**src/rtl/turbo_enc_pkg.sv**
```systemverilog
package turbo_enc_pkg;

  typedef enum logic [1:0] {
    PH_LOAD,
    PH_DATA,
    PH_TAIL1,
    PH_TAIL2
  } phase_e;

  typedef enum logic [2:0] {
    SEL_SYS,
    SEL_PAR1,
    SEL_PAR2,
    SEL_TSYS1,
    SEL_TPAR1,
    SEL_TSYS2,
    SEL_TPAR2
  } symSel_e;

  // strobes from control to datapath
  typedef struct packed {
    logic    wrEn;
    logic    clrState;
    logic    stepData;
    logic    stepTail1;
    logic    stepTail2;
    logic    emit;
    logic    last;
    symSel_e sel;
  } ctrlStrobe_t;

endpackage

```
**src/rtl/rsc_encoder.sv**
```systemverilog
module rsc_encoder (
  input  logic clk,
  input  logic rstN,
  input  logic clr,
  input  logic step,
  input  logic tail,
  input  logic uIn,
  output logic dataPar,
  output logic tailSym,
  output logic tailPar
);
  logic s1, s2;
  logic feedBack;
  logic aNext;

  assign feedBack = s1 ^ s2;
  // parity of (u ^ s1 ^ s2) ^ s2 simplifies to u ^ s1
  assign dataPar  = uIn ^ s1;
  // tail input equals feedback, so the register input becomes zero
  assign tailSym  = feedBack;
  assign tailPar  = s2;
  assign aNext    = tail ? 1'b0 : (uIn ^ feedBack);

  always_ff @(posedge clk or negedge rstN) begin
    if (!rstN) begin
      s1 <= 1'b0;
      s2 <= 1'b0;
    end else if (clr) begin
      s1 <= 1'b0;
      s2 <= 1'b0;
    end else if (step) begin
      s1 <= aNext;
      s2 <= s1;
    end
  end
endmodule

```
**src/rtl/turbo_enc_ctrl.sv**
```systemverilog
module turbo_enc_ctrl
  import turbo_enc_pkg::*;
#(
  parameter int FRAME_LEN = 45,
  parameter int IDX_W     = $clog2(FRAME_LEN)
) (
  input  logic             clk,
  input  logic             rstN,
  input  logic             inValid,
  input  logic             rateHalf,
  output logic             inReady,
  output logic [IDX_W-1:0] idx,
  output ctrlStrobe_t      strb
);
  localparam logic [IDX_W-1:0] LAST_IDX = IDX_W'(FRAME_LEN - 1);

  phase_e     phase;
  logic [1:0] slot;
  logic       tailCnt;
  logic       halfMode;
  logic       p1On, p2On, stepEnd, lastIdx;

  assign lastIdx = (idx == LAST_IDX);
  assign p1On    = !halfMode || idx[0];
  assign p2On    = !halfMode || !idx[0];
  assign stepEnd = (phase == PH_DATA) && ((slot == 2'd2) || (slot == 2'd1 && !p2On));
  assign inReady = (phase == PH_LOAD);

  always_comb begin
    strb          = '0;
    strb.sel      = SEL_SYS;
    strb.wrEn     = (phase == PH_LOAD) && inValid;
    strb.clrState = (phase == PH_LOAD) && inValid && lastIdx;
    unique case (phase)
      PH_DATA: begin
        strb.emit     = 1'b1;
        strb.stepData = stepEnd;
        strb.sel      = (slot == 2'd0) ? SEL_SYS : ((slot == 2'd1) ? SEL_PAR1 : SEL_PAR2);
      end
      PH_TAIL1: begin
        strb.emit      = 1'b1;
        strb.stepTail1 = slot[0];
        strb.sel       = slot[0] ? SEL_TPAR1 : SEL_TSYS1;
      end
      PH_TAIL2: begin
        strb.emit      = 1'b1;
        strb.stepTail2 = slot[0];
        strb.last      = slot[0] && tailCnt;
        strb.sel       = slot[0] ? SEL_TPAR2 : SEL_TSYS2;
      end
      default: ;
    endcase
  end

  always_ff @(posedge clk or negedge rstN) begin
    if (!rstN) begin
      phase    <= PH_LOAD;
      idx      <= '0;
      slot     <= '0;
      tailCnt  <= 1'b0;
      halfMode <= 1'b0;
    end else begin
      unique case (phase)
        PH_LOAD: begin
          if (inValid) begin
            if (lastIdx) begin
              idx      <= '0;
              slot     <= '0;
              halfMode <= rateHalf;
              phase    <= PH_DATA;
            end else begin
              idx <= idx + 1'b1;
            end
          end
        end
        PH_DATA: begin
          if (stepEnd) begin
            slot <= '0;
            if (lastIdx) begin
              idx     <= '0;
              tailCnt <= 1'b0;
              phase   <= PH_TAIL1;
            end else begin
              idx <= idx + 1'b1;
            end
          end else if (slot == 2'd0) begin
            slot <= p1On ? 2'd1 : 2'd2;
          end else begin
            slot <= 2'd2;
          end
        end
        PH_TAIL1, PH_TAIL2: begin
          if (slot[0]) begin
            slot    <= '0;
            tailCnt <= ~tailCnt;
            if (tailCnt) phase <= (phase == PH_TAIL1) ? PH_TAIL2 : PH_LOAD;
          end else begin
            slot <= 2'd1;
          end
        end
        default: phase <= PH_LOAD;
      endcase
    end
  end
endmodule

```
**src/rtl/turbo_enc_dp.sv**
```systemverilog
module turbo_enc_dp
  import turbo_enc_pkg::*;
#(
  parameter int FRAME_LEN = 45,
  parameter int IDX_W     = $clog2(FRAME_LEN),
  parameter int NUM_ENC   = 2
) (
  input  logic             clk,
  input  logic             rstN,
  input  ctrlStrobe_t      strb,
  input  logic [IDX_W-1:0] idx,
  input  logic [IDX_W-1:0] permAddr,
  input  logic             inBit,
  output logic             outValid,
  output logic             outBit,
  output logic             outLast
);
  localparam logic [IDX_W-1:0] LAST_IDX = IDX_W'(FRAME_LEN - 1);

  logic [FRAME_LEN-1:0] memBits;
  logic                 uNat, uPerm;
  logic [NUM_ENC-1:0]   uArr, stepArr, tailArr, dataPar, tailSym, tailPar;
  logic                 symNext;

  always_ff @(posedge clk or negedge rstN) begin
    if (!rstN)            memBits <= '0;
    else if (strb.wrEn && idx <= LAST_IDX) memBits[idx] <= inBit;
  end

  assign uNat  = (idx <= LAST_IDX) ? memBits[idx] : 1'b0;
  assign uPerm = (permAddr <= LAST_IDX) ? memBits[permAddr] : 1'b0;

  assign uArr    = {uPerm, uNat};
  assign stepArr = {strb.stepData | strb.stepTail2, strb.stepData | strb.stepTail1};
  assign tailArr = {strb.stepTail2, strb.stepTail1};

  for (genvar e = 0; e < NUM_ENC; e++) begin : g_enc
    rsc_encoder u_rsc (
      .clk    (clk),
      .rstN   (rstN),
      .clr    (strb.clrState),
      .step   (stepArr[e]),
      .tail   (tailArr[e]),
      .uIn    (uArr[e]),
      .dataPar(dataPar[e]),
      .tailSym(tailSym[e]),
      .tailPar(tailPar[e])
    );
  end

  always_comb begin
    unique case (strb.sel)
      SEL_SYS:   symNext = uNat;
      SEL_PAR1:  symNext = dataPar[0];
      SEL_PAR2:  symNext = dataPar[1];
      SEL_TSYS1: symNext = tailSym[0];
      SEL_TPAR1: symNext = tailPar[0];
      SEL_TSYS2: symNext = tailSym[1];
      SEL_TPAR2: symNext = tailPar[1];
      default:   symNext = 1'b0;
    endcase
  end

  always_ff @(posedge clk or negedge rstN) begin
    if (!rstN) begin
      outValid <= 1'b0;
      outBit   <= 1'b0;
      outLast  <= 1'b0;
    end else begin
      outValid <= strb.emit;
      outBit   <= strb.emit & symNext;
      outLast  <= strb.emit & strb.last;
    end
  end
endmodule

```
**src/rtl/turbo_punct_enc.sv**
```systemverilog
module turbo_punct_enc
  import turbo_enc_pkg::*;
#(
  parameter int FRAME_LEN = 45,
  parameter int IDX_W     = $clog2(FRAME_LEN)
) (
  input  logic             clk,
  input  logic             rstN,
  input  logic             inValid,
  output logic             inReady,
  input  logic             inBit,
  input  logic             rateHalf,
  output logic [IDX_W-1:0] ilvAddr,
  input  logic [IDX_W-1:0] ilvPerm,
  output logic             outValid,
  output logic             outBit,
  output logic             outLast
);
  ctrlStrobe_t      strb;
  logic [IDX_W-1:0] idx;

  assign ilvAddr = idx;

  turbo_enc_ctrl #(.FRAME_LEN(FRAME_LEN), .IDX_W(IDX_W)) u_ctrl (
    .clk     (clk),
    .rstN    (rstN),
    .inValid (inValid),
    .rateHalf(rateHalf),
    .inReady (inReady),
    .idx     (idx),
    .strb    (strb)
  );

  turbo_enc_dp #(.FRAME_LEN(FRAME_LEN), .IDX_W(IDX_W)) u_dp (
    .clk     (clk),
    .rstN    (rstN),
    .strb    (strb),
    .idx     (idx),
    .permAddr(ilvPerm),
    .inBit   (inBit),
    .outValid(outValid),
    .outBit  (outBit),
    .outLast (outLast)
  );
endmodule

```
**config.mk**
```make
export PLATFORM = sky130hd
export DESIGN_NAME = turbo_punct_enc
export DESIGN_NICKNAME = d
export VERILOG_FILES = /design/src/rtl/turbo_enc_pkg.sv /design/src/rtl/rsc_encoder.sv /design/src/rtl/turbo_enc_ctrl.sv /design/src/rtl/turbo_enc_dp.sv /design/src/rtl/turbo_punct_enc.sv
export SDC_FILE = /design/constraint.sdc
export NUM_CORES = 1
export LEC_CHECK = 0
export ABC_AREA = 1
export BUFFER_PORTS_ARGS = -buffer_cell sky130_fd_sc_hd__buf_2
export CAP_MARGIN = 20
export CELL_PAD_IN_SITES_DETAIL_PLACEMENT = 0
export CELL_PAD_IN_SITES_GLOBAL_PLACEMENT = 1
export CORE_ASPECT_RATIO = 2
export CORE_UTILIZATION = 48
export DETAILED_ROUTE_END_ITERATION = 16
export MAX_ROUTING_LAYER = met4
export PLACE_DENSITY = 0.94
export SLEW_MARGIN = 15
export SYNTH_ARGS = -nofsm -noshare
export SYNTH_HDL_FRONTEND = slang
export SYNTH_HIERARCHICAL = 1
export SYNTH_SLANG_ARGS = --single-unit
```
**constraint.sdc**
```tcl
create_clock -name clk -period 6.25 [get_ports clk]
set_input_delay 0.9375 -clock clk [delete_from_list [all_inputs] [get_ports clk]]
set_output_delay 0.9375 -clock clk [all_outputs]
set_load 0.05 [all_outputs]
```
* After elaboration in Yosys (flattened, before gate mapping)
Index checks and enable logic that the tools add are counted.
** Storage, ports and cells
- Output and inout bits :: 10
- Bits of input ports :: 11
- Logic and storage cells :: 128
- Register bits :: 64
** Cells by class
- Reduce and logical (&&, ||, !) cells :: 27
- Bitwise operators :: 11
- Magnitude comparators :: 5
- Add/sub/neg operators :: 1
- Multiplexer cells :: 53
- Equality and inequality tests :: 18
** Operators with widths (count)
- $bwmux 45 :: 1
- $mux 2 :: 14
- $mux 1 :: 24
- $mux 6 :: 3
- $lt 6x7->1 const B :: 2
- $bmux 1 s6 :: 2
- $le 6x6->1 const B :: 2
- $pmux 2 s3 :: 2
- $pmux 6 s2 :: 1
- $ne 2x1->1 const B :: 5
- $eq 3x3->1 const B :: 3
- $pmux 3 s3 :: 1
- $reduce_bool 2->1 :: 4
- $logic_and 1x1->1 :: 7
- $pmux 1 s7 :: 1
- $add 6x1->6 const B :: 1
- $demux 1 s6 :: 1
- $eq 2x2->1 const B :: 3
- $eq 3x2->1 const B :: 2
- $eq 6x6->1 const B :: 1
- $ge 6x1->1 const B :: 1
- $mux 3 :: 2
- $reduce_and 3->1 :: 2
- $reduce_and 6->1 :: 1
- other kinds (16) :: 29

* Depth between registers and ports, before layout
Gate-level depths: netlist (run 1).
- Depth after elaboration :: 10
- Gate-level depth with buffers :: 16
- Depth with buffers taken out :: 16

* Hierarchy
Netlist (run 1), hierarchy kept.
** By module, submodules not included
- turbo_enc_dp :: times used 1, area each 3088.0 um^2, sequential area each 1201.2 um^2, cells an instance 461
- turbo_enc_ctrl :: times used 1, area each 855.8 um^2, sequential area each 300.3 um^2, cells an instance 117
- rsc_encoder :: times used 2, area each 135.1 um^2, sequential area each 50.0 um^2, cells an instance 19

* Worst setup path after synthesis (run 1)
OpenSTA, ideal clock, no wires.
- Kind :: input-to-reg
- From :: in ilvPerm[0]
- To :: reg u_dp.outBit
- Arrival time :: 2.571 ns
- Slack :: 3.550 ns
- Stages on the path :: 14
- Setup time :: 0.129 ns
- Required time :: 6.121 ns
- Buffers on the path :: 2
- Path through :: buf_2 -> clkinv_1 -> clkbuf_1 -> nor2_1 -> o211ai_1 -> nand3_1 -> nand4_1 -> nand2_1 -> a21oi_1 -> xor2_1 -> nand3_1 -> a21oi_1 -> a221oi_1 -> a21oi_1
** Between the ends
- Cells in the longest elaborated chain, start to end :: 6
- Elaborated cells on any way between the ends :: 7
- Those cells by class :: order compare: 1; mux: 4; bitwise: 2
** Ends and longest elaborated chain
- start: declaration :: line turbo_punct_enc.sv:14 : input logic [IDX_W-1:0] ilvPerm,
- $bmux 1 s6 :: line turbo_enc_dp.sv:31 : assign uPerm = (permAddr <= LAST_IDX) ? memBits[permAddr] : 1'b0;
- $mux 1 (implied by the code) :: line turbo_enc_dp.sv:31
- $mux 1 (*) :: line turbo_enc_dp.sv:31
- net u_dp.uPerm :: line turbo_enc_dp.sv:21 : logic uNat, uPerm;
- $xor 1x1->1 (*) :: line rsc_encoder.sv:18 : assign dataPar = uIn ^ s1;
- net u_dp.dataPar[1] :: line turbo_enc_dp.sv:22 : logic [NUM_ENC-1:0] uArr, stepArr, tailArr, dataPar, tailSym, tailPar;
- $pmux 1 s7 (*) :: line turbo_enc_dp.sv:52 : unique case (strb.sel)
- $and 1x1->1 (*) :: line turbo_enc_dp.sv:71 : outBit <= strb.emit & symNext;
- end signal: assignment :: line turbo_enc_dp.sv:71
- end: declaration :: line turbo_enc_dp.sv:15 : output logic outBit,
The timed path passes the listed nets; every way through them passes the cells marked *. The select of a mux whose other input is x is not followed.
A chain may end at the register's enable or synchronous reset.

* Worst setup path in the final report (run 1)
Ends and elaborated chain as after synthesis.

==> qor.json, run 1 <==
{
  "outcome": {
    "status": "finished clean"
  },
  "critical_path": {
    "arrival_ns": 3.42,
    "reg2reg_slack_ns": 3.37,
    "timing.critical_path.fanout_max": 27,
    "worst-endpoint-required_ns": 6.47,
    "crit_path_start_kind": "input pin",
    "worstSetupPathType": "in -> reg",
    "worstReg2RegStart": "u_ctrl/idx[1]",
    "startpoint": "ilvPerm[0]",
    "cp-end-kind": "flop"
  },
  "finish": {
    "layout.cells.most_common_list": "211 x nand2_1, 64 x dfrtp_1, 60 x o21ai_0, 58 x inv_1, 42 x nand3_1",
    "area.sequential_mm2": 0.00160,
    "fillerInstances": 850,
    "final_non_filler_cell_total": 739,
    "post_route_cells_drive_above_1_share_pct": 11.7,
    "commonest_non_fill_non_tap_cell_in_the_layout": "nand2_1",
    "multi_input_area_mm2": 0.00229,
    "num_antenna_cells": 0,
    "layout.core_utilization_pct": 55.1,
    "area_grow_syn2layout_pct": 12.2,
    "layout.nets": 652
  },
  "logic_synthesis": {
    "yosys_register_bits": 64,
    "postSynth.topFlopCell": "dfrtp_1",
    "synth.yosys.seq_area_share_pct": 38.0,
    "yosys_warnings": 6,
    "area_of_the_mapped_netlist_mm2": 0.00421,
    "ys_types": 35,
    "postSynthAreaPerCell_um2": 6.84,
    "synth.net_count": 634,
    "async_reset_ff_share_pct": 100,
    "netlist_instances": 616,
    "synth-edff-count": 0
  },
  "global_route": {
    "grt_max_degree": 65,
    "grt_pass1_vias": 4022,
    "global_route_wire_length_before_repair_um": 20000,
    "gr_usage_total_pct": 30.9,
    "grt-ovfl-total": 0,
    "number_of_antenna_violations_at_the_first_check_in_global_routing": 0
  },
  "routing": {
    "initialDrtViolationCount": 272,
    "postRouteAntennaNets": 0,
    "post_drt_wl_per_cell_um": 16.6,
    "postRouteWirelength_um": 12300,
    "drc": 0,
    "first_pass_iters": 5,
    "drt-vias-per-instance": 5.56,
    "routed-via-count": 4110
  },
  "pwr": {
    "share_comb_of_total_power_pct": 45.4,
    "power_density_mw_per_mm2": 496,
    "cell_internal_pwr_mw": 1.25,
    "netSwitchingPower_mw": 1.10,
    "switching_share_pct": 46.7,
    "leakagePower_nw": 2.24,
    "clock_power_share_pct": 23.7,
    "worst_ir_drop_vdd_uv": 274,
    "sequentialPowerShare_pct": 30.9
  },
  "clocking": {
    "cts_root_buffer": "clkbuf_16",
    "postCtsSetupRepairBufs": 0,
    "clock_tree_from_tritoncts": "done",
    "cts_hold_buf": 0,
    "clock_sink_count": 64,
    "cts_inserted_buffers": 9,
    "quantity_of_gates_resized_following_cts": 0,
    "clk_path_buf_depth": 2,
    "clk_pin_slew_worst_paths_ns": 0.06,
    "clk-insertion-delay-late_ns": 0.34,
    "cts-htree-levels": 3
  },
  "place": {
    "place.port_buffers": 20,
    "dpl_worst_slack_ns": 2.75,
    "detailed_place_hpwl_um": 8940,
    "gpl.final_weighted_congestion": 0.913,
    "dpl.cell_count": 723
  },
  "floorplanning": {
    "coreArea_mm2": 0.00859,
    "floorplan.initialDensity_pct": 49.1,
    "io_pins": 21,
    "fp-row-count": 48,
    "design.die.area_mm2": 0.00918,
    "die_w_um": 68.3,
    "die_h_um": 135
  },
  "timing": {
    "worstMarginPinSlew_ns": 0.841,
    "report.final.slew_viol_count": 0,
    "timing.fmax_mhz": 313,
    "setup_slack_ns": 3.05,
    "finClkSkew_ns": 0.00484,
    "time_the_final_worst_path_needs_with_i_o_delays_and_setup_ns": 3.20,
    "setup_repair_after_global_routing_missed_its_margin": "false",
    "final_setup_violation_count": 0,
    "timing.final.crit_share_pct": 51.2,
    "tns_ns": 0,
    "max_transition_margin_pct": 44.0,
    "hold_viol": 0
  },
  "job": {
    "max-cap-violations": 0
  },
  "min_path": {
    "timing.hold.worst.start": "u_dp/memBits[25]",
    "hold_path_class": "reg -> reg"
  }
}
[stage by stage]
stage          hold slack, ns  cell area (µm²)  power (mW)
2_1_floorplan           0.453             4210        1.49
4_1_cts                 0.489             4730        2.35
5_1_grt                 0.499             4730        2.52
6_report                0.486             4730        2.34
3_5_place_dp            0.474             4400        1.78
3_3_place_gp            0.470             4400        1.75
[synthesized netlist by cell type (2+ instances only)]
cell type | number | share of area (%)
nor2_2 | 3 | 0.45
nor3b_1 | 2 | 0.36
nand2_1 | 211 | 19
o21bai_1 | 2 | 0.36
buf_2 | 4 | 0.48
nor3_2 | 3 | 0.71
clkbuf_1 | 12 | 1.1
nand3_1 | 42 | 5.0
nand2_2 | 2 | 0.30
inv_1 | 58 | 5.2
nor2_1 | 41 | 3.7
or2_2 | 6 | 0.89
o21ai_1 | 22 | 2.6
o22ai_1 | 3 | 0.45
nor3_4 | 3 | 1.2
nor3_1 | 3 | 0.36
a211oi_1 | 2 | 0.36
xor2_1 | 5 | 1.0
a21oi_1 | 21 | 2.5
o211ai_1 | 5 | 0.89
nand3b_1 | 4 | 0.71
dfrtp_1 | 64 | 38
nand3_2 | 3 | 0.71
nor2_4 | 7 | 1.9
o21ai_0 | 60 | 7.1
inv_2 | 6 | 0.53
ha_1 | 7 | 2.1
nand4_1 | 8 | 1.2
[critical path: stages]
cell and delay, ns:
buf_2 0.37, clkinv_1 0.51, a21oi_1 0.26, o21ai_0 0.10, nand3_1 0.08, o21ai_0 0.08
nand2_1 0.06, nand3b_1 0.08, a21oi_1 0.30, xor2_1 0.12, nand3_1 0.11, a21oi_1 0.06
a221oi_1 0.24, a21oi_1 0.11
[logic make-up (layout without fill, tap and decap cells)]
| group | after synthesis | after routing | share of synthesized area, % |
|---|---|---|---|
| simple gates | 340 | 340 | 36.6 |
| buf+inv | 83 | 106 | 7.69 |
| flops | 64 | 64 | 38.0 |
| xor+xnor | 5 | 5 | 1.04 |
| compound gates | 117 | 117 | 14.6 |
| fa+ha+maj | 7 | 7 | 2.08 |
[final timing paths]
path	cells after the start	endpoint
min in group asynchronous	2	u_dp/memBits[25]
max in group asynchronous	2	u_dp/memBits[18]
worst max-delay path	14	u_dp/outBit
worst min register to register	2	u_dp/memBits[25]
worst min-delay path	2	u_dp/memBits[25]
worst max register to register	13	u_dp/outBit
[layer usage]
metal	up-vias	routed length, µm	GRT usage [%]
met5	-	0	-
met2	110	6590	51.9
met1	1911	4540	31.9
met4	0	713	18.8
met3	48	444	5.83
li1	2041	-	-
[power groups by stage]
stage / Clock (mW) / Sequential (mW) / Combinational, mW
final: 0.555 / 0.724 / 1.07
after global routing: 0.579 / 0.743 / 1.20
after CTS: 0.567 / 0.720 / 1.06
after detailed placement: 0 / 0.726 / 1.06
after global placement: 0 / 0.722 / 1.03
after floorplan: 0 / 0.734 / 0.757
[state kept, by name, summed over array words and instances, names as in the netlist]
signal	cells
u_dp/memBits	45
u_dp/g_enc.u_rsc/s1	2
u_ctrl/tailCnt	1
u_dp/outValid	1
u_dp/g_enc.u_rsc/tailPar	2
u_ctrl/phase	2
u_ctrl/slot	2
u_dp/outBit	1
u_ctrl/halfMode	1
u_ctrl/idx	6
u_dp/outLast	1
[area by class of cell]
class,count,share of cell area [%]
clock buffer,10,5.05
multi-input combinational,469,48.4
inverter,65,5.16
clock inverter,6,1.96
timing repair buffer,25,2.91
tap,100,2.65
sequential,64,33.9
(Power assumes the default switching activity.)
==> inputs of run 2 (changes only) <==
--- a/config.mk
+++ b/config.mk
@@ -11,10 +11,10 @@
 export CELL_PAD_IN_SITES_DETAIL_PLACEMENT = 0
 export CELL_PAD_IN_SITES_GLOBAL_PLACEMENT = 1
 export CORE_ASPECT_RATIO = 2
-export CORE_UTILIZATION = 48
+export CORE_UTILIZATION = 45
 export DETAILED_ROUTE_END_ITERATION = 16
 export MAX_ROUTING_LAYER = met4
-export PLACE_DENSITY = 0.94
+export PLACE_DENSITY = 0.89
 export SLEW_MARGIN = 15
 export SYNTH_ARGS = -nofsm -noshare
 export SYNTH_HDL_FRONTEND = slang
==> constraint.sdc (replaced) <==
create_clock -name clk -period 3.3 [get_ports clk]
set_input_delay 0.495 -clock clk [delete_from_list [all_inputs] [get_ports clk]]
set_output_delay 0.495 -clock clk [all_outputs]
set_load 0.05 [all_outputs]
==> qor.json, run 2 (synthesis results as in run 1) <==
{
  "routing": {
    "drc": {"value": 0, "change": "unchanged"},
    "drt-vias-per-instance": {"value": 5.60, "change": "+0.78%"},
    "routed-via-count": {"value": 4198, "change": "+2.1%"},
    "first_pass_iters": {"value": 5, "change": "unchanged"},
    "postRouteWirelength": {"value": 13300, "unit": "µm", "change": "+8.4%"},
    "highest_metal_layer_with_signal_wires": "met4",
    "met3_wl_post_dr": {"value": 543, "unit": "µm", "change": "+22%"},
    "met2_length": {"value": 7100, "unit": "µm", "change": "+7.9%"},
    "initialDrtViolationCount": {"value": 366, "change": "+35%"},
    "postRouteAntennaNets": {"value": 0, "change": "unchanged"},
    "post_drt_wl_per_cell": {"value": 17.8, "unit": "µm", "change": "+7.0%"},
    "met1Wirelength": {"value": 4870, "unit": "µm", "change": "+7.2%"}
  },
  "clocking": {
    "clock_sink_count": {"value": 64, "change": "unchanged"},
    "cts_hold_buf": {"value": 0, "change": "unchanged"},
    "clk-insertion-delay-late": {"value": 0.34, "unit": "ns", "change": "about the same"},
    "clock_tree_from_tritoncts": "done",
    "quantity_of_gates_resized_following_cts": {"value": 0, "change": "unchanged"},
    "clk_pin_slew_worst_paths": {"value": 0.06, "unit": "ns", "change": "about the same"},
    "clk_path_buf_depth": {"value": 2, "change": "unchanged"},
    "cts_root_buffer": "clkbuf_16",
    "cts_inserted_buffers": {"value": 9, "change": "unchanged"},
    "cts-htree-levels": {"value": 3, "change": "unchanged"},
    "postCtsSetupRepairBufs": {"value": 0, "change": "unchanged"}
  },
  "floorplanning": {
    "design.die.area": {"value": 0.00978, "unit": "mm²", "change": "+6.5%"},
    "floorplan.initialDensity": {"value": 46.8, "unit": "%", "change": "-2.3 points"},
    "coreArea": {"value": 0.00901, "unit": "mm²", "change": "+4.9%"},
    "die_w": {"value": 70.4, "unit": "µm", "change": "+3.2%"},
    "die_h": {"value": 139, "unit": "µm", "change": "+3.2%"},
    "io_pins": {"value": 21, "change": "unchanged"},
    "fp-row-count": {"value": 49, "change": "+2.1%"}
  },
  "critical_path": {
    "reg2regPathDepth": {"value": 13, "change": "unchanged"},
    "arrival": {"value": 2.73, "unit": "ns", "change": "-0.69 ns"},
    "worst-endpoint-required": {"value": 3.52, "unit": "ns", "change": "-2.95 ns"},
    "cp-end-kind": "flop",
    "crit_path_start_kind": "flop",
    "worstSetupPathType": "reg -> reg",
    "timing.critical_path.fanout_max": {"value": 25, "change": "-7.4%"}
  },
  "timing": {
    "hold_viol": {"value": 0, "change": "unchanged"},
    "setup_slack": {"value": 0.789, "unit": "ns", "change": "-2.26 ns"},
    "final_setup_violation_count": {"value": 0, "change": "unchanged"},
    "finClkSkew": {"value": 0.00535, "unit": "ns", "change": "+0.000508 ns"},
    "max_transition_margin": {"value": 55.7, "unit": "%", "change": "+12 points"},
    "timing.final.crit_share_pct": 76.1,
    "final.hold.worst_slack": {"value": 0.182, "unit": "ns", "change": "-0.304 ns"},
    "report.final.slew_viol_count": {"value": 0, "change": "unchanged"},
    "tns": {"value": 0, "unit": "ns", "change": "unchanged"},
    "setup_repair_after_global_routing_missed_its_margin": "false",
    "time_the_final_worst_path_needs_with_i_o_delays_and_setup_ns": 2.51,
    "timing.fmax_mhz": 398,
    "worstMarginPinSlew": {"value": 0.663, "unit": "ns", "change": "-0.177 ns"}
  },
  "global_route": {
    "gr_usage_total": {"value": 28.9, "unit": "%", "change": "-2.0 points"},
    "grt_max_degree": {"value": 28, "change": "-57%"},
    "number_of_antenna_violations_at_the_first_check_in_global_routing": {"value": 0, "change": "unchanged"},
    "grt_pass1_vias": {"value": 4031, "change": "+0.22%"},
    "global_route_wire_length_before_repair": {"value": 20800, "unit": "µm", "change": "+3.8%"},
    "grt-ovfl-total": {"value": 0, "change": "unchanged"}
  },
  "outcome": {
    "status": "finished clean"
  },
  "finish": {
    "area_grow_syn2layout_pct": 14.3,
    "num_antenna_cells": {"value": 0, "change": "unchanged"},
    "largestRegisters": "u_dp/memBits (45), u_ctrl/idx (6)",
    "post-route-cell-area": {"value": 0.00482, "unit": "mm²", "change": "+1.9%"},
    "layout.cells.most_common_list": "211 x nand2_1, 64 x dfrtp_1, 60 x o21ai_0, 58 x inv_1, 42 x nand3_1",
    "layout.nets": {"value": 660, "change": "+1.2%"},
    "post_route_cells_drive_above_1_share": {"value": 12.8, "unit": "%", "change": "+1.1 points"},
    "commonest_non_fill_non_tap_cell_in_the_layout": "nand2_1",
    "largest_reg_flops": {"value": 45, "change": "unchanged"},
    "top_register": "u_dp/memBits"
  },
  "place": {
    "gpl.final_weighted_congestion": {"value": 0.928, "change": "+1.6%"},
    "place.port_buffers": {"value": 20, "change": "unchanged"},
    "post_dp_cell_area": {"value": 0.00447, "unit": "mm²", "change": "+1.7%"},
    "dpl_worst_slack": {"value": 0.578, "unit": "ns", "change": "-2.17 ns"},
    "detailed_place_hpwl": {"value": 9720, "unit": "µm", "change": "+8.7%"}
  },
  "pwr": {
    "power_density": {"value": 951, "unit": "mW/mm²", "change": "+92%"},
    "worst_ir_drop_vdd": {"value": 716, "unit": "µV", "change": "+160%"},
    "leakagePower": {"value": 2.29, "unit": "nW", "change": "+2.5%"}
  },
  "job": {
    "max-cap-violations": {"value": 0, "change": "unchanged"}
  },
  "min_path": {
    "hold_path_class": "in -> async"
  }
}
## run 2: changes by cell type in the layout (fill, tap and decap cells not counted)
| cell | before | now |
|---|---|---|
| buf_12 | 0 | 1 |
| bufinv_16 | 2 | 3 |
| clkbuf_8 | 1 | 0 |
| buf_4 | 5 | 12 |
| clkinv_2 | 0 | 1 |
| clkinvlp_4 | 2 | 1 |
## run 2: stage by stage
step | cells | utilization [%] | total power, mW
finish | 749 | 53.4 | 4.58
global route | 749 | 53.4 | 4.87
CTS | 749 | 53.4 | 4.57
detailed placement | 733 | 49.6 | 3.44
global placement | 733 | 49.6 | 3.39
floorplan | 616 | - | 2.82
## run 2: where the power goes
| part | internal (mW) | switching [mW] | total [mW] | leakage [nW] |
|---|---|---|---|---|
| clock network | 0.738 | 0.370 | 1.11 | 0.166 |
| registers | 1.05 | 0.314 | 1.37 | 0.839 |
| logic | 0.663 | 1.44 | 2.10 | 1.29 |
## run 2: layer usage
metal  global-route usage, %  up-vias
met3                    4.14       40
met5                       -        -
li1                        -     2051
met1                    29.0     1961
met4                    18.1        0
met2                    51.1      146
## run 2: worst paths after layout
| path | start | to | slack (ns) |
|---|---|---|---|
| setup / recovery | u_ctrl/idx[0] | u_dp/outBit | 0.79 |
| hold / removal | rstN | u_dp/memBits[28] | 0.18 |
| setup reg to reg | u_ctrl/idx[0] | u_dp/outBit | 0.79 |
| hold reg to reg | u_dp/memBits[35] | u_dp/memBits[35] | 0.49 |
| max in group asynchronous | rstN | u_ctrl/phase[1] | 2.47 |
| min in group clk | rateHalf | u_ctrl/halfMode | 0.36 |
## run 2: area by class of cell
| cell class | count | area [µm²] |
|---|---|---|
| timing repair buffer | 33 | 210 |
| multi-input combinational | 469 | 2290 |
| fill | 887 | 4200 |
| tap | 102 | 128 |
| clock inverter | 7 | 120 |
| inverter | 65 | 244 |
| sequential | 64 | 1600 |
| clock buffer | 9 | 225 |
## run 2: worst max-delay path: stages, from the launching register on
cell      delay [ns]
dfrtp_1         0.45
inv_2           0.42
nand2_1         0.11
nand3_1         0.11
nand2_1         0.06
nor2_1          0.10
nor2_1          0.04
nor2_1          0.17
nand3_1         0.22
xor2_1          0.20
nand3_1         0.09
a21oi_1         0.07
a221oi_1        0.24
a21oi_1         0.10
==> inputs of run 3 (changes only) <==
--- a/config.mk
+++ b/config.mk
@@ -5,16 +5,16 @@
 export SDC_FILE = /design/constraint.sdc
 export NUM_CORES = 1
 export LEC_CHECK = 0
-export ABC_AREA = 1
+export ABC_AREA = 0
 export BUFFER_PORTS_ARGS = -buffer_cell sky130_fd_sc_hd__buf_2
 export CAP_MARGIN = 20
 export CELL_PAD_IN_SITES_DETAIL_PLACEMENT = 0
 export CELL_PAD_IN_SITES_GLOBAL_PLACEMENT = 1
 export CORE_ASPECT_RATIO = 2
-export CORE_UTILIZATION = 45
+export CORE_UTILIZATION = 50
 export DETAILED_ROUTE_END_ITERATION = 16
 export MAX_ROUTING_LAYER = met4
-export PLACE_DENSITY = 0.89
+export PLACE_DENSITY = 0.9
 export SLEW_MARGIN = 15
 export SYNTH_ARGS = -nofsm -noshare
 export SYNTH_HDL_FRONTEND = slang
==> constraint.sdc (replaced) <==
create_clock -name clk -period 2.55 [get_ports clk]
set_input_delay 0.3825 -clock clk [delete_from_list [all_inputs] [get_ports clk]]
set_output_delay 0.3825 -clock clk [all_outputs]
set_load 0.05 [all_outputs]
==> qor.json, run 3 <==
{
  "finish": {
    "area_grow_syn2layout_pct": 19.0,
    "layout.cells.most_common_list": "61 x dfrtp_1, 54 x nor2_1, 54 x mux2_2, 38 x buf_4, 31 x nand2_1",
    "layout.core_utilization": {"value": 61.6, "unit": "%", "change": "+8.2 points"},
    "layout.nets": {"value": 454, "change": "-31%"},
    "top_register": "u_dp/memBits",
    "largestRegisters": "u_dp/memBits (45), u_ctrl/idx (6)",
    "post_route_cells_drive_above_1_share": {"value": 37.9, "unit": "%", "change": "+25 points"},
    "largest_reg_flops": {"value": 45, "change": "unchanged"},
    "fillerInstances": {"value": 674, "change": "-24%"},
    "final_non_filler_cell_total": {"value": 537, "change": "-28%"},
    "num_antenna_cells": {"value": 0, "change": "unchanged"},
    "commonest_non_fill_non_tap_cell_in_the_layout": "dfrtp_1"
  },
  "routing": {
    "met2_length": {"value": 6220, "unit": "µm", "change": "-12%"},
    "post_drt_wl_per_cell": {"value": 21.5, "unit": "µm", "change": "+21%"},
    "highest_metal_layer_with_signal_wires": "met4",
    "initialDrtViolationCount": {"value": 291, "change": "-20%"},
    "drt-vias-per-instance": {"value": 6.37, "change": "+14%"},
    "postRouteAntennaNets": {"value": 0, "change": "unchanged"},
    "drc": {"value": 0, "change": "unchanged"},
    "first_pass_iters": {"value": 5, "change": "unchanged"},
    "postRouteWirelength": {"value": 11500, "unit": "µm", "change": "-13%"},
    "met1Wirelength": {"value": 3860, "unit": "µm", "change": "-21%"},
    "met3_wl_post_dr": {"value": 579, "unit": "µm", "change": "+6.6%"},
    "routed-via-count": {"value": 3423, "change": "-18%"}
  },
  "pwr": {
    "switching_share": {"value": 41.2, "unit": "%", "change": "-5.1 points"},
    "leakagePower": {"value": 2.25, "unit": "nW", "change": "-1.7%"},
    "worst_ir_drop_vdd": {"value": 500, "unit": "µV", "change": "-30%"},
    "clock_power_share": {"value": 21.6, "unit": "%", "change": "-2.6 points"},
    "share_comb_of_total_power": {"value": 47.7, "unit": "%", "change": "+1.8 points"},
    "netSwitchingPower": {"value": 2.54, "unit": "mW", "change": "+19%"},
    "power_density": {"value": 1250, "unit": "mW/mm²", "change": "+31%"},
    "sequentialPowerShare": {"value": 30.7, "unit": "%", "change": "+0.8 points"},
    "fin_total_pwr": {"value": 6.15, "unit": "mW", "change": "+34%"},
    "cell_internal_pwr": {"value": 3.61, "unit": "mW", "change": "+47%"}
  },
  "logic_synthesis": {
    "postSynth.topFlopCell": "dfrtp_1",
    "synth.net_count": {"value": 402, "change": "-37%"},
    "post_synth_mux_area_share": {"value": 28.3, "unit": "%", "change": "+28 points"},
    "postSynthAreaPerCell": {"value": 10.8, "unit": "µm²", "change": "+58%"},
    "proportion_of_netlist_area_held_by_the_largest_area_contributor": {"value": 38.7, "unit": "%", "change": "+0.68 points"},
    "synth_xor_xnor_area_share": {"value": 1.27, "unit": "%", "change": "+0.23 points"},
    "synth_top_family_by_area": "multiplexers",
    "synthTopCellsByCount": "64 x dfrtp_1, 54 x mux2_2, 54 x nor2_1",
    "ys_types": {"value": 63, "change": "+80%"},
    "netlist_instances": {"value": 384, "change": "-38%"},
    "synth_compound_area_share": {"value": 9.46, "unit": "%", "change": "-5.2 points"},
    "synth-edff-count": {"value": 0, "change": "unchanged"},
    "yosys_warnings": {"value": 6, "change": "unchanged"},
    "yosys_register_bits": {"value": 64, "change": "unchanged"},
    "post-synth-top-count-cell": "dfrtp_1",
    "synth_simple_gate_area_share": {"value": 16.5, "unit": "%", "change": "-20 points"},
    "synth.yosys.seq_area_share": {"value": 38.7, "unit": "%", "change": "+0.68 points"},
    "async_reset_ff_share": {"value": 100, "unit": "%", "change": "unchanged"},
    "area_of_the_mapped_netlist": {"value": 0.00414, "unit": "mm²", "change": "-1.8%"},
    "synth_adder_area_share": {"value": 2.12, "unit": "%", "change": "+0.037 points"},
    "synth.top_cells.by_area": "dfrtp_1 39%, mux2_2 15%, mux4_1 6.3%, nor2_1 4.9%, mux2i_1 3.6%",
    "synth_top_area_cell": "dfrtp_1"
  },
  "place": {
    "dpl.cell_count": {"value": 517, "change": "-29%"},
    "dpl_worst_slack": {"value": -0.307, "unit": "ns", "change": "-0.885 ns"},
    "gpl.final_weighted_congestion": {"value": 1.01, "change": "+9.3%"},
    "place.port_buffers": {"value": 20, "change": "unchanged"},
    "detailed_place_hpwl": {"value": 8400, "unit": "µm", "change": "-14%"}
  },
  "floorplanning": {
    "floorplan.initialDensity": {"value": 51.8, "unit": "%", "change": "+5.0 points"},
    "design.die.area": {"value": 0.00867, "unit": "mm²", "change": "-11%"},
    "coreArea": {"value": 0.00800, "unit": "mm²", "change": "-11%"},
    "io_pins": {"value": 21, "change": "unchanged"},
    "die_w": {"value": 66.3, "unit": "µm", "change": "-5.8%"},
    "fp-row-count": {"value": 46, "change": "-6.1%"},
    "die_h": {"value": 131, "unit": "µm", "change": "-5.9%"}
  },
  "critical_path": {
    "worst-endpoint-required": {"value": 2.81, "unit": "ns", "change": "-0.71 ns"},
    "critical_path.cell_chain": "mux2_2 -> a221oi_2 -> o22ai_1 -> a211oi_2 -> nand3_2 -> xnor2_1 -> or4b_1 -> a31oi_1",
    "critPathMaxStageDelay": {"value": 0.46, "unit": "ns", "change": "about the same"},
    "crit_path_start_kind": "flop",
    "reg2reg_slack": {"value": -0.03, "unit": "ns", "change": "-0.81 ns"},
    "critical_path.endpoint": "u_dp/g_enc[0].u_rsc/s1",
    "worstReg2RegStart": "u_ctrl/idx[2]",
    "worstSetupPathType": "reg -> reg",
    "startpoint": "u_ctrl/idx[2]",
    "reg2regPathDepth": {"value": 8, "change": "-5"},
    "timing.critical_path.fanout_max": {"value": 6, "change": "-76%"},
    "cp-end-kind": "flop",
    "arrival": {"value": 2.83, "unit": "ns", "change": "+0.10 ns"},
    "crit_path_top_delay_cell": "or4b_1",
    "reg2reg_to": "u_dp/g_enc[0].u_rsc/s1"
  },
  "timing": {
    "final.hold.worst_slack": {"value": 0.0757, "unit": "ns", "change": "-0.106 ns"},
    "finClkSkew": {"value": 0.00497, "unit": "ns", "change": "-0.000380 ns"},
    "timing.final.crit_share": {"value": 101, "unit": "%", "change": "+25 points"},
    "worstMarginPinSlew": {"value": 0.654, "unit": "ns", "change": "-0.00945 ns"},
    "time_the_final_worst_path_needs_with_i_o_delays_and_setup": {"value": 2.58, "unit": "ns", "change": "+0.0647 ns"},
    "report.final.slew_viol_count": {"value": 0, "change": "unchanged"},
    "max_transition_margin": {"value": 56.4, "unit": "%", "change": "+0.68 points"},
    "setup_slack": {"value": -0.0253, "unit": "ns", "change": "-0.815 ns"},
    "setup_repair_after_global_routing_missed_its_margin": "true",
    "hold_viol": {"value": 0, "change": "unchanged"},
    "final_setup_violation_count": {"value": 1, "change": "+1"},
    "timing.fmax": {"value": 388, "unit": "MHz", "change": "-2.5%"}
  },
  "min_path": {
    "hold_path_class": "in -> async"
  },
  "clocking": {
    "clock_tree_from_tritoncts": "done",
    "clk_path_buf_depth": {"value": 2, "change": "unchanged"},
    "cts_root_buffer": "clkbuf_16",
    "cts-htree-levels": {"value": 3, "change": "unchanged"},
    "clk_pin_slew_worst_paths": {"value": 0.06, "unit": "ns", "change": "about the same"},
    "clock_sink_count": {"value": 64, "change": "unchanged"},
    "cts_hold_buf": {"value": 0, "change": "unchanged"},
    "clk-insertion-delay-late": {"value": 0.33, "unit": "ns", "change": "about the same"},
    "cts_inserted_buffers": {"value": 9, "change": "unchanged"}
  },
  "global_route": {
    "number_of_antenna_violations_at_the_first_check_in_global_routing": {"value": 0, "change": "unchanged"},
    "grt_max_degree": {"value": 46, "change": "+64%"},
    "global_route_wire_length_before_repair": {"value": 17900, "unit": "µm", "change": "-14%"},
    "grt-ovfl-total": {"value": 0, "change": "unchanged"},
    "gr_usage_total": {"value": 29.7, "unit": "%", "change": "+0.82 points"},
    "grt_pass1_vias": {"value": 3497, "change": "-13%"}
  },
  "outcome": {
    "status": "complete, but fails checks",
    "violations": "negative setup slack"
  },
  "job": {
    "max-cap-violations": {"value": 0, "change": "unchanged"}
  }
}
==> run 3: changes by cell type after synthesis, sizes merged, moves of 6 or more <==
cell | previous run | this run
nand4 | 8 | 2
o21ai | 82 | 7
mux2i | 0 | 15
nor3 | 9 | 3
nand2b | 0 | 6
nand2 | 214 | 32
mux2 | 0 | 55
a31oi | 1 | 7
and2 | 0 | 6
nand3 | 45 | 6
a21oi | 21 | 13
inv | 64 | 13
mux4 | 0 | 16
==> run 3: repair_timing <==
| action | in CTS | in global routing |
|---|---|---|
| resized for setup | 0 | 17 |
| endpoints found under the hold margin | 0 | 0 |
| pin swaps | 3 | 3 |
| endpoints found under the setup margin | 2 | 34 |
| setup buffers | 3 | 1 |
==> run 3: final cells by class <==
| class | instances | area (µm²) | share of cell area (%) |
|---|---|---|---|
| clock buffers | 10 | 239 | 4.85 |
| clock inverters | 6 | 82.6 | 1.68 |
| inverters | 13 | 48.8 | 0.990 |
| multi-input cells | 288 | 2420 | 49.1 |
| flip-flops and latches | 64 | 1610 | 32.6 |
| well taps | 96 | 120 | 2.44 |
| repair buffers | 60 | 410 | 8.33 |
==> run 3: how the worst min path moves through the flow <==
stage / slack (ns) / from / endpoint / cells past startpoint
CTS: 0.1 / rstN / u_ctrl/phase[1] / 2
global route: 0.11 / rstN / u_dp/outValid / 2
detailed placement: 0.45 / rstN / u_dp/outValid / 2
floorplan: 0.09 / rstN / u_ctrl/halfMode / 0
global placement: 0.44 / rstN / u_ctrl/halfMode / 2
finish: 0.08 / rstN / u_dp/outValid / 2
==> run 3: kinds of logic after synthesis <==
group,Yosys count
adders and majority gates,7
muxes,86
xor gates and xnor gates,6
and+or+nand+nor,136
DFF,64
buffers and inverters,32
AOI/OAI and AO/OA,53
==> run 3: layer usage <==
| layer | vias up | track usage (%) |
|---|---|---|
| met5 | - | - |
| met4 | 0 | 24.4 |
| met3 | 68 | 5.56 |
| met2 | 172 | 50.1 |
| met1 | 1681 | 28.7 |
| li1 | 1502 | - |
==> run 3: metrics by stage <==
step | TNS [ns] | area (µm²)
after detailed placement | -0.589 | 4540
after CTS | -0.00315 | 4880
after floorplan | 0 | 4150
final | -0.0253 | 4930
after global placement | -0.477 | 4540
after global routing | -0.219 | 4930
==> run 3: power groups by stage <==
| stage | Combinational, mW | Clock, mW | Sequential, mW |
|---|---|---|---|
| 2_1_floorplan | 1.88 | 0 | 1.86 |
| 5_1_grt | 3.14 | 1.39 | 1.92 |
| 6_report | 2.93 | 1.33 | 1.89 |
| 3_5_place_dp | 2.78 | 0 | 1.88 |
| 4_1_cts | 2.85 | 1.35 | 1.86 |
| 3_3_place_gp | 2.70 | 0 | 1.86 |
==> run 3: critical path, delay by kind of cell, from the launching register on <==
kind                      cells  cell delay (ns)
AOI/OAI and AO/OA             4             0.92
and+or+nand+nor               2             0.61
DFF                           1             0.45
muxes                         1             0.37
xor gates and xnor gates      1             0.16
